===== config.mk =====
export PLATFORM = sky130hd
export DESIGN_NAME = quinary_codec
export DESIGN_NICKNAME = d
export VERILOG_FILES = /design/src/rtl/quinary_codec.sv
export SDC_FILE = /design/constraint.sdc
export NUM_CORES = 1
export LEC_CHECK = 0
export BUFFER_PORTS_ARGS = -buffer_cell sky130_fd_sc_hd__buf_2
export CAP_MARGIN = 20
export CORE_ASPECT_RATIO = 1.75
export CORE_MARGIN = 8
export CORE_UTILIZATION = 42
export CTS_CLUSTER_SIZE = 16
export DETAILED_ROUTE_END_ITERATION = 8
export PLACE_DENSITY = 0.58
export SYNTH_ARGS = -nofsm -noshare
export SYNTH_HDL_FRONTEND = slang
export SYNTH_SLANG_ARGS = --single-unit

===== constraint.sdc =====
create_clock -name clk -period 35.7 [get_ports clk]
set_clock_uncertainty 0.1 [all_clocks]
set_input_delay 3.57 -clock clk [delete_from_list [all_inputs] [get_ports clk]]
set_output_delay 3.57 -clock clk [all_outputs]
set_load 0.05 [all_outputs]

===== src/rtl/quinary_codec.sv =====
module quinary_codec #(
  parameter int WORD_W = 16,
  parameter int RADIX  = 5,
  parameter int NSYM   = 7
) (
  input  logic                        clk,
  input  logic                        rst,
  input  logic                        in_valid,
  output logic                        in_ready,
  input  logic [WORD_W-1:0]           in_word,
  output logic                        sym_valid,
  input  logic                        sym_ready,
  output logic [$clog2(RADIX)-1:0]    sym_code,
  input  logic                        rx_valid,
  input  logic [$clog2(RADIX)-1:0]    rx_code,
  output logic                        out_valid,
  output logic [WORD_W-1:0]           out_word,
  output logic                        out_err
);

  localparam int SYM_W = $clog2(RADIX);
  localparam int ACC_W = $clog2(RADIX ** NSYM);
  localparam int POS_W = $clog2(NSYM);
  localparam logic [ACC_W-1:0] WORD_LIM = ACC_W'(2 ** WORD_W);
  localparam logic [POS_W-1:0] LAST_POS = POS_W'(NSYM - 1);

  function automatic logic [ACC_W-1:0] place_of(input logic [POS_W-1:0] p);
    logic [ACC_W-1:0] r;
    r = ACC_W'(1);
    for (int i = 0; i < NSYM; i++)
      if (i < int'(p)) r = r * ACC_W'(RADIX);
    return r;
  endfunction

  // transmit side
  logic             busy;
  logic [POS_W-1:0] pos;
  logic [ACC_W-1:0] rem;
  logic [ACC_W-1:0] place;
  logic [ACC_W-1:0] step;
  logic [SYM_W-1:0] digit;

  always_comb begin
    place = place_of(pos);
    digit = '0;
    step  = '0;
    for (int d = 1; d < RADIX; d++)
      if (rem >= place * ACC_W'(d)) begin
        digit = SYM_W'(d);
        step  = place * ACC_W'(d);
      end
  end

  assign in_ready  = !busy;
  assign sym_valid = busy;
  assign sym_code  = digit;

  always_ff @(posedge clk) begin
    if (rst) begin
      busy <= 1'b0;
      pos  <= '0;
      rem  <= '0;
    end else if (in_valid && !busy) begin
      busy <= 1'b1;
      pos  <= LAST_POS;
      rem  <= ACC_W'(in_word);
    end else if (busy && sym_ready) begin
      rem <= rem - step;
      if (pos == '0) busy <= 1'b0;
      else           pos  <= pos - 1'b1;
    end
  end

  // receive side
  logic [POS_W-1:0] cnt;
  logic [ACC_W-1:0] acc;
  logic             bad;
  logic             illegal;
  logic [ACC_W-1:0] acc_nxt;

  assign illegal = int'(rx_code) >= RADIX;
  assign acc_nxt = acc * ACC_W'(RADIX) + (illegal ? '0 : ACC_W'(rx_code));

  always_ff @(posedge clk) begin
    if (rst) begin
      cnt       <= '0;
      acc       <= '0;
      bad       <= 1'b0;
      out_valid <= 1'b0;
      out_word  <= '0;
      out_err   <= 1'b0;
    end else begin
      out_valid <= 1'b0;
      if (rx_valid) begin
        if (cnt == LAST_POS) begin
          out_valid <= 1'b1;
          out_word  <= acc_nxt[WORD_W-1:0];
          out_err   <= bad || illegal || (acc_nxt >= WORD_LIM);
          cnt       <= '0;
          acc       <= '0;
          bad       <= 1'b0;
        end else begin
          cnt <= cnt + 1'b1;
          acc <= acc_nxt;
          bad <= bad || illegal;
        end
      end
    end
  end

endmodule


* After elaboration in Yosys (flattened, before gate mapping)
Cells that the tools add are included.
** Operators by class
- Add/subtract/negate cells :: 4
- Multiply operators :: 8
- $lt $le $gt $ge :: 13
- Equal/unequal tests :: 2
- Mux-type cells :: 28
- Bitwise gates (word level) :: 2
- Reductions and logical operators :: 14
** Operators with widths (number)
- 17-bit 2-to-1 mux :: 11
- 17-bit by 3-bit multiplier with 17-bit output (second input constant) :: 7
- 17-bit greater-or-equal comparator :: 4
- 16-bit 2-to-1 mux :: 2
- 3-bit 2-to-1 mux :: 9
- 17-bit by 3-bit adder with 17-bit output :: 1
- 17-bit greater-or-equal comparator (second input constant) :: 1
- 17-bit by 2-bit multiplier with 17-bit output (second input constant) :: 1
- 17-bit subtractor :: 1
- 3-bit less-than comparator (first input constant) :: 3
- 2-bit AND reduction :: 4
- 1-bit by 3-bit less-than comparator with 1-bit output (first input constant) :: 2
- 2-bit by 3-bit less-than comparator with 1-bit output (first input constant) :: 2
- 1-bit 2-to-1 mux :: 6
- 2-bit nonzero test :: 2
- 2-bit OR reduction :: 2
- 3-bit by 1-bit adder with 3-bit output (second input constant) :: 1
- 3-bit equality test (second input constant) :: 1
- 3-bit greater-or-equal comparator (second input constant) :: 1
- 3-bit logical NOT :: 1
- 3-bit by 1-bit subtractor with 3-bit output (second input constant) :: 1
- 1-bit logical AND :: 2
- 1-bit logical OR :: 2
- 2-bit != test (second input constant) :: 1
- 2 further kinds :: 3
** Storage, ports and cells
- Bits in registers :: 60
- Output and inout bits :: 23
- Word-level logic and storage cells :: 82

* Depth between registers and ports, before layout
Gate-level depths: netlist of the first run.
- Word-level depth :: 22
- Mapped depth :: 72

* Worst setup path after synthesis of the first run
OpenSTA, ideal clock, no wires.
- Path type :: register to output
- From :: register pos[2]
- To :: output port sym_code[0]
- Arrival :: 10.879 ns
- Data required time :: 32.030 ns
- Path slack :: 21.151 ns
- Cell stages (with the launch flop) :: 53
- Buffers on the path :: 5
- Cells stage by stage :: dfxtp_1 -> buf_2 -> buf_1 -> nor2_1 -> inv_1 -> fa_1 -> ha_1 -> ha_1 -> o21a_1 -> o21ai_0 -> nand2b_1 -> a21oi_1 -> xnor2_1 -> nor2_1 -> ha_1 -> ha_1 -> a21o_1 -> a21oi_1 -> [... 17 more ...] -> o41ai_4 -> or2_1 -> buf_6 -> inv_2 -> ha_1 -> a21oi_1 -> o211ai_1 -> nand3_1 -> nand2_1 -> ha_1 -> nand4_1 -> or3_1 -> a21oi_1 -> or3_1 -> clkbuf_1 -> inv_1 -> clkbuf_1 -> a21oi_1
** Between the ends
- Cells in the longest elaborated chain, start to end :: 19
** Ends and longest elaborated chain
- from (decl) :: RTL line 37 : logic [POS_W-1:0] pos;
- from (signal assigned) :: RTL line 70 : else pos <= pos - 1'b1;
- 1-bit by 3-bit less-than comparator with 1-bit output :: RTL line 31 : if (i < int'(p)) r = r * ACC_W'(RADIX);
- 3-bit 2-to-1 mux :: RTL line 31
- 17-bit by 3-bit multiplier with 17-bit output :: RTL line 31
- 17-bit 2-to-1 mux :: RTL line 31
- 17-bit by 3-bit multiplier with 17-bit output :: RTL line 31
- 17-bit 2-to-1 mux :: RTL line 31
- 17-bit by 3-bit multiplier with 17-bit output :: RTL line 31
- 17-bit 2-to-1 mux :: RTL line 31
- 17-bit by 3-bit multiplier with 17-bit output :: RTL line 31
- 17-bit 2-to-1 mux :: RTL line 31
- 17-bit by 3-bit multiplier with 17-bit output :: RTL line 31
- 17-bit 2-to-1 mux :: RTL line 31
- 17-bit by 3-bit multiplier with 17-bit output :: RTL line 31
- 17-bit 2-to-1 mux * :: RTL line 31
- parallel branches: the longest is 4 deep, another holds 17-bit by 2-bit multiplier with 17-bit output
- 3-bit 2-to-1 mux * :: RTL line 48 : if (rem >= place * ACC_W'(d)) begin
- to (decl) :: RTL line 13 : output logic [$clog2(RADIX)-1:0] sym_code,
Every way passes the cells marked *.

* Final worst setup path of the first run
- From :: register pos[1]
- To :: output port sym_code[0]
The elaborated chain is that of the path after synthesis.

==> flow_results.org, run 1 <==
** Outcome
- Outcome :: finished, final reports clean

** CTS
- After clock tree synthesis, the setup repair step added 0 buffers.
- Root buffer selected by CTS :: sky130_fd_sc_hd__clkbuf_16
- Clock tree synthesis inserted a total of 9 buffers.
- The clock net in this run drives a total of 60 sinks.
- Once the clock tree was built, the resizer swapped 0 gates to a different size.
- Buffers inserted to repair hold after CTS numbered 0.
- The H-tree generated during clock tree synthesis spans 3 levels.
- Clock edge transition at the registers on the reported setup and hold paths :: 0.05 ns
- No sink is reached through more buffers than the 2 on the longest clock path.
- Clock latency on the worst-skew pair, taken at its later pin, is 0.34 ns.
- CTS tree :: done

** Floorplanning
- In this run the vertical extent of the chip is 210.2 um.
- DIE WIDTH :: 127.0 um
- Site Rows :: 71
- Once the floorplan was initialized, standard cells occupied 42.44% of the core.
- The floorplan step defined a die boundary enclosing 26680 um^2.
- Floorplan Core Area :: 21320 um^2
- Number of I/O pins :: 47

** Final layout
- Layout Utilization :: 46.24%
- The finished layout holds 1449 standard cells, fillers aside.
- The final layout contains 1418 nets.
- Post-layout instance area :: 9859 um^2
- Area growth from synthesis to layout :: 8.960%
- Cells with a size suffix above 1 make up 10.05% of the layout.
- Antenna diode count :: 0

** STA
- Setup total negative slack on the finished layout was measured at 0 ns.
- Highest Clock Rate :: 0.06440 GHz
- Setup violations remaining at the end of the flow were counted as 0.
- At the pin with the least slew margin, the transition time is 0.9394 ns.
- Unrepaired setup endpoints after global routing :: false
- Hold is met by 0.3523 ns.
- The worst pin sits at a relative slew slack of 37.22%.
- The total count of hold-check failures in the final report was 0.
- Share of the cycle needed by the critical path after routing :: 43.50%
- Final slew viol count :: 0
- Time the final worst path needs with I/O delays and setup :: 15.53 ns

** Yosys
- Summing the sequential cell areas from Yosys gives 13.27% of the chip area.
- Fraction of the mapped netlist area in adder cells :: 28.66%
- The synthesized design contains 60 register bits.
- Syn Inst Count :: 1159
- After synthesis, the most frequently instantiated cells are sky130_fd_sc_hd__ha_1 (200), sky130_fd_sc_hd__nand2_1 (120), sky130_fd_sc_hd__nor2_1 (102).
- In the synthesized netlist the dominant register cell turns out to be sky130_fd_sc_hd__dfxtp_1.
- Measured against the total synthesized area, the mux share comes to 2.199%.
- Share of flip-flops with an asynchronous set or reset :: 0%
- Summing the areas of all compound-gate instances in the mapped netlist gives 27.39% of the synthesized area.
- Yosys synthesis warning count :: 0
- Synthesized netlist net count :: 1387
- Summing every instance area after synthesis gives 9049 um^2.
- Yosys top cell area share :: 27.65%
- Synth Area in Simple Gates :: 17.85%
- Main combinational cell family by area after synthesis :: adder cells
- Post-synthesis average cell area :: 7.807 um^2
- Counting distinct cell types in the post-synthesis netlist gives 86.
- Cell with the most instances after synthesis :: sky130_fd_sc_hd__ha_1
- In this run, synthesis inferred 0 flip-flops with an integrated enable.
- The largest total area in the synthesized netlist belongs to sky130_fd_sc_hd__ha_1.
- Top post-synthesis cells by area :: sky130_fd_sc_hd__ha_1 (28%), sky130_fd_sc_hd__dfxtp_1 (13%), sky130_fd_sc_hd__a21oi_1 (5.2%), sky130_fd_sc_hd__nand2_1 (5.0%), sky130_fd_sc_hd__xnor2_1 (4.7%)
- Summing the areas of all xor and xnor instances in the mapped netlist gives 6.001% of the synthesized area.

** Place
- The congestion estimate from routability-driven global placement came to 0.8864.
- Once placement finished, the instance area stood at 9520 um^2.
- Instance count after placement with tap cells included :: 1434
- Number of I/O port buffers :: 46
- After legalization and detailed placement, the total HPWL measured 20560 um.

** Setup path
- Setup crit end kind :: primary output
- Critical Path Max Stage Delay :: 0.62 ns
- Setup slack of the most critical reg-to-reg path :: 21.03 ns
- In this run the critical register-to-register path is captured at rem[16].
- RR Startpoint :: pos[1]
- WP data arrival :: 11.86 ns
- Along the worst path, the maximum fanout reaches 21.
- The worst setup path is launched from a flip-flop.
- STA puts the critical path data required time at 32.03 ns.
- Measured in cells, the most critical reg-to-reg path has a length of 65.
- Critical-path cell with the highest stage delay :: sky130_fd_sc_hd__dfxtp_1
- Critical Path Most Common Cell :: sky130_fd_sc_hd__ha_1
- Class of the most critical setup path :: reg -> out

** Global route
- The first global-routing pass estimated 41640 um of wire.
- The number of global-route vias before repair came to 8921.
- Overall Global Routing Usage :: 19.12%
- Global routing finished with a remaining overflow of 0.
- Entering global routing, the biggest net connects 59 pins.
- The number of antenna violations at the first check in global routing is 0.

** Detailed routing
- The detail route stage leaves a number of antenna-violating nets equal to 0.
- Via count :: 8461
- After detailed routing, the number of vias per cell comes to 5.839.
- # DRC :: 0
- Amount of wire on met2 after detailed routing :: 14450 um
- Initial detailed-routing violation count :: 269
- Wires add up to 25020 um.
- Routed signal wires occupy layers up through met4.
- Wire segments on met3 add up to 469 um in the final route.
- The pre-antenna-repair detailed-routing pass consisted of 5 iterations.
- Dividing the detail-routed wire length by the instance count gives 17.27 um.
- In the final routing, the length of wire on met1 measures 9064 um.

** Power
- Leakage power total :: 4.853 nW
- IR Drop Worst-Case VDD :: 0.04263 mV
- For this design the ratio of total power to cell area is 56.99 nW/um^2.

** Job
- Max-capacitance violation count :: 0

** Worst hold path
- Min-delay worst type :: reg -> reg
- The worst hold path terminates at out_word[8].
- Start point of the worst min-delay path :: out_word[8]
- Worst hold stages :: 2
## kinds of logic (layout without fill, tap and decap cells)
kind of cell / count (synthesis) / after routing
AO/OA/AOI/OAI: 359 / 359
XOR/XNOR: 62 / 62
adder cells (fa/ha/maj): 205 / 205
buffers and inverters: 105 / 140
flip-flops: 60 / 60
multiplexers: 18 / 18
AND/OR/NAND/NOR: 350 / 350
## layer usage
metal  global-route usage (%)  vias to the layer above
met5                        0                        -
met4                    9.814                        0
met3                    1.974                       48
met2                    40.75                      117
met1                    16.55                     4005
li1                         -                     4291
## worst max-delay path by stage
stage | start | endpoint | slack, ns | cells after the start
after floorplan | pos[2] | sym_code[0] | 21.15 | 52
after global placement | pos[0] | sym_code[0] | 20.69 | 52
after detailed placement | pos[1] | sym_code[0] | 20.55 | 52
after CTS | pos[1] | sym_code[0] | 20.15 | 52
after global routing | pos[1] | sym_code[0] | 19.36 | 52
final | pos[1] | sym_code[0] | 20.17 | 52
## layout make-up
cell class | instances | area, um^2
fill | 2200 | 11460
multi-input combinational | 994 | 7432
sequential | 60 | 1201
tap | 255 | 319.1
timing repair buffer | 57 | 312.8
inverter | 68 | 255.2
clock buffer | 10 | 239.0
clock inverter | 5 | 100.1
## layout by cell type, fill, tap and decap left out, types with 15 or more instances in the layout
master,Yosys,routed
sky130_fd_sc_hd__a21o_1,25,25
sky130_fd_sc_hd__o21bai_1,15,15
sky130_fd_sc_hd__nand3_1,18,18
sky130_fd_sc_hd__o21ai_0,68,68
sky130_fd_sc_hd__nor3_1,27,27
sky130_fd_sc_hd__nor2_1,102,102
sky130_fd_sc_hd__inv_1,60,60
sky130_fd_sc_hd__a22oi_1,16,16
sky130_fd_sc_hd__a211oi_1,24,24
sky130_fd_sc_hd__nor2b_1,17,16
sky130_fd_sc_hd__a21oi_1,94,94
sky130_fd_sc_hd__ha_1,200,200
sky130_fd_sc_hd__xnor2_1,49,49
sky130_fd_sc_hd__nand2_1,120,120
sky130_fd_sc_hd__dfxtp_1,60,60
sky130_fd_sc_hd__buf_2,4,46
## sequential cells by signal (all words and copies together) (netlist names)
| name | count |
|---|---|
| acc | 17 |
| rem | 17 |
| out_word | 16 |
| cnt | 3 |
| pos | 3 |
| bad | 1 |
| out_err | 1 |
| out_valid | 1 |
| sym_valid | 1 |
## worst max-delay path: cells and delay by family (launching register included)
kind                       cells  cell delay, ns
DFF                            1            0.62
adders and majority gates     12            4.00
xor gates and xnor gates       4            0.65
and+or+nand+nor               12            1.33
AOI/OAI and AO/OA             17            3.48
buffers and inverters          7            1.41
## power by group
part	internal (mW)	switching (mW)	total (mW)
combinational	0.155	0.225	0.381
sequential	0.0720	0.00892	0.0809
clock	0.0693	0.0309	0.100
total	0.297	0.265	0.562
## metrics by stage
stage                     worst slack [ns]  total power, mW
after floorplan                      21.15           0.3769
after global placement               20.69           0.4589
after detailed placement             20.55           0.4620
after CTS                            20.15           0.5657
after global routing                 19.36           0.6164
final                                20.17           0.5619
No activity file was read; power rests on OpenSTA's default activity.
==> inputs of run 2 (changes only) <==
- clock period: 35.7 -> 15.9 ns (I/O delays scaled with it)
==> flow_results.org, run 2 (synthesis results as in run 1) <==
** Setup path
- STA classifies the critical path endpoint as a flip-flop.
- WP data arrival :: 14.65 ns
- Critical-path cell with the highest stage delay :: sky130_fd_sc_hd__dfxtp_1
- The worst setup path is launched from a flip-flop.
- For the worst setup path, the data required time is 16.07 ns.
- RR Startpoint :: pos[1]
- Max FO, Critical Path :: 12
- Critical Path Most Common Cell :: sky130_fd_sc_hd__ha_1
- Class of the most critical setup path :: reg -> reg
- Setup slack of the most critical reg-to-reg path :: 1.42 ns
- Critical Path Max Stage Delay :: 0.60 ns
- Counting cells, the worst reg-to-reg path comes to 63.
- The endpoint identified for the worst register-to-register timing path is rem[16].

** Power
- Of the total power, the share spent switching nets is 47.18%.
- Clock group share of total power :: 18.2%
- IR analysis of the VDD net gives a maximum drop of 0.08240 mV.
- Leakage power total :: 4.845 nW
- The internal portion of the total power is 0.6678 mW.
- Power dissipated by switching net loads :: 0.5966 mW
- Combinational logic is responsible for 67.4% of the overall power.
- The completed layout was analyzed and its total power is 1.264 mW.
- Of the total power, registers draw 14.4%.
- For this design the ratio of total power to cell area is 128.3 nW/um^2.

** STA
- The number of max-slew violations in the final report was 0.
- After routing, the total negative slack on setup checks comes to 0 ns.
- Fin worst setup slack :: 1.417 ns
- Setup violations remaining at the end of the flow were counted as 0.
- Rel. slew slack :: 38.35%
- After layout, the minimum clock period comes to 14.48 ns.
- The total count of hold-check failures in the final report is 0.
- Derived from the worst setup path, the maximum achievable clock frequency is 0.06904 GHz.
- Share of the cycle needed by the critical path after routing :: 91.09%
- For the pin with the worst max-slew slack, the measured transition is 0.9225 ns.
- Unrepaired setup endpoints after global routing :: false

** CTS
- Clock edge transition at the registers on the reported setup and hold paths :: 0.06 ns
- TritonCTS built the clock tree.
- Clock sink count :: 60
- Number of buffers inserted to repair setup after CTS :: 0
- In this run, CTS created clock tree buffers numbering 9.
- Number of buffers on the longest clock path :: 2
- Once the clock tree was built, the resizer swapped 0 gates to a different size.
- Clock latency at the later pin of the worst-skew pair :: 0.34 ns
- # hold bufs at CTS :: 0
- Root buffer selected by CTS :: sky130_fd_sc_hd__clkbuf_16
- In this run the number of H-tree levels came out at 3.

** Worst hold path
- Min-delay worst type :: reg -> reg
- The worst hold path terminates at out_word[13].
- In this run the most critical hold path is launched from out_word[13].
- Worst hold stages :: 2

** Floorplanning
- The region available for standard cell placement spans 21320 um^2.
- Initial Utilization :: 42.44%
- In this run the count of I/O pins placed on the die edge is 47.
- Site Rows :: 71
- DIE WIDTH :: 127.0 um
- The die covers 26680 um^2.
- Chip height :: 210.2 um

** Global route
- Maximum number of pins on one net before global-route repair :: 59
- Grt total ovfl :: 0
- The first global-routing pass estimated 41500 um of wire.
- The number of global-route vias before repair came to 8826.
- Overall Global Routing Usage :: 19.05%
- Initial antenna violation count :: 0

** Detailed routing
- Summing over every cut layer, the via total after detailed routing is 8457.
- Initial detailed-routing violation count :: 275
- For this run, design rule violations remaining after detail routing come to 0.
- Wires add up to 24830 um.
- The first detailed-routing pass ran for 4 iterations.
- Number of nets with antenna violations after detailed routing :: 0
- After detailed routing, the number of vias per cell comes to 5.840.
- After detailed routing, the average wire length per cell comes to 17.15 um.

** Final layout
- Number of inserted filler cells in the final layout :: 2186
- For this run, the post-layout net count is 1416.
- Antenna diode count :: 0
- Leading cell types in the layout, fill and taps excluded :: sky130_fd_sc_hd__ha_1 (200), sky130_fd_sc_hd__nand2_1 (120), sky130_fd_sc_hd__nor2_1 (102), sky130_fd_sc_hd__a21oi_1 (94), sky130_fd_sc_hd__o21ai_0 (68)
- Leading registers by flop count :: acc x17, rem x17, out_word x16
- Cells with a size suffix above 1 make up 9.975% of the layout.
- Leaving out fill and tap cells, the most frequent cell in the layout is sky130_fd_sc_hd__ha_1.
- Excluding fillers, the count of instances in the completed layout stands at 1448.
- Area growth from synthesis to layout :: 8.919%

** Place
- In this run the tool buffered the top-level ports with 46 buffer cells.
- Once placement completed, the tool counted placed cells totaling 1432.
- OpenSTA, run right after detailed placement, puts the worst setup slack at 1.460 ns.
- GPL Wtd Cong :: 0.8750
- Detailed placement finished with a half-perimeter wire length of 20640 um.

** Outcome
- Outcome :: finished, final reports clean

** Job
- Max-capacitance violation count :: 0
run 2: layout make-up:
class	instances	area, um^2	area share [%]
multi-input combinational	994	7432	75.41
sequential	60	1201	12.19
tap	255	319.1	3.237
timing repair buffer	55	297.8	3.021
inverter	68	255.2	2.590
clock buffer	10	239.0	2.425
clock inverter	6	111.4	1.130
run 2: how the worst max path moves through the flow:
stage	startpoint	end	cells after the start
floorplan	pos[2]	rem[16]	65
CTS	pos[1]	rem[16]	63
global route	pos[1]	rem[16]	63
finish	pos[1]	rem[16]	63
global placement	pos[1]	rem[16]	63
detailed placement	pos[1]	rem[16]	63
run 2: layer usage:
metal	track usage (%)	share of wire, %
met3	1.948	1.6
met5	0	0
met2	39.61	57
met1	17.04	36
met4	10.52	4.7
run 2: power by group through the flow:
| stage | Combinational [mW] | Clock [mW] | Sequential [mW] |
|---|---|---|---|
| CTS | 0.854 | 0.236 | 0.183 |
| global route | 0.957 | 0.241 | 0.185 |
| floorplan | 0.668 | 0 | 0.178 |
| finish | 0.852 | 0.230 | 0.183 |
| global placement | 0.841 | 0 | 0.186 |
| detailed placement | 0.848 | 0 | 0.186 |
run 2: through the flow:
step	hold WS (ns)	cell area, um^2	util [%]
floorplan	0.3489	9049	-
global placement	0.3429	9505	44.58
detailed placement	0.3482	9505	44.58
CTS	0.3583	9856	46.23
global route	0.3727	9856	46.23
finish	0.3537	9856	46.23
run 2: critical path, delay by kind of cell (launching register included):
kind                     cells  cell delay [ns]
AO/OA/AOI/OAI               23             4.43
adder cells (fa/ha/maj)     13             4.24
AND/OR/NAND/NOR             17             2.82
multiplexers                 3             0.82
buffers and inverters        4             0.80
flip-flops                   1             0.60
XOR/XNOR                     3             0.58
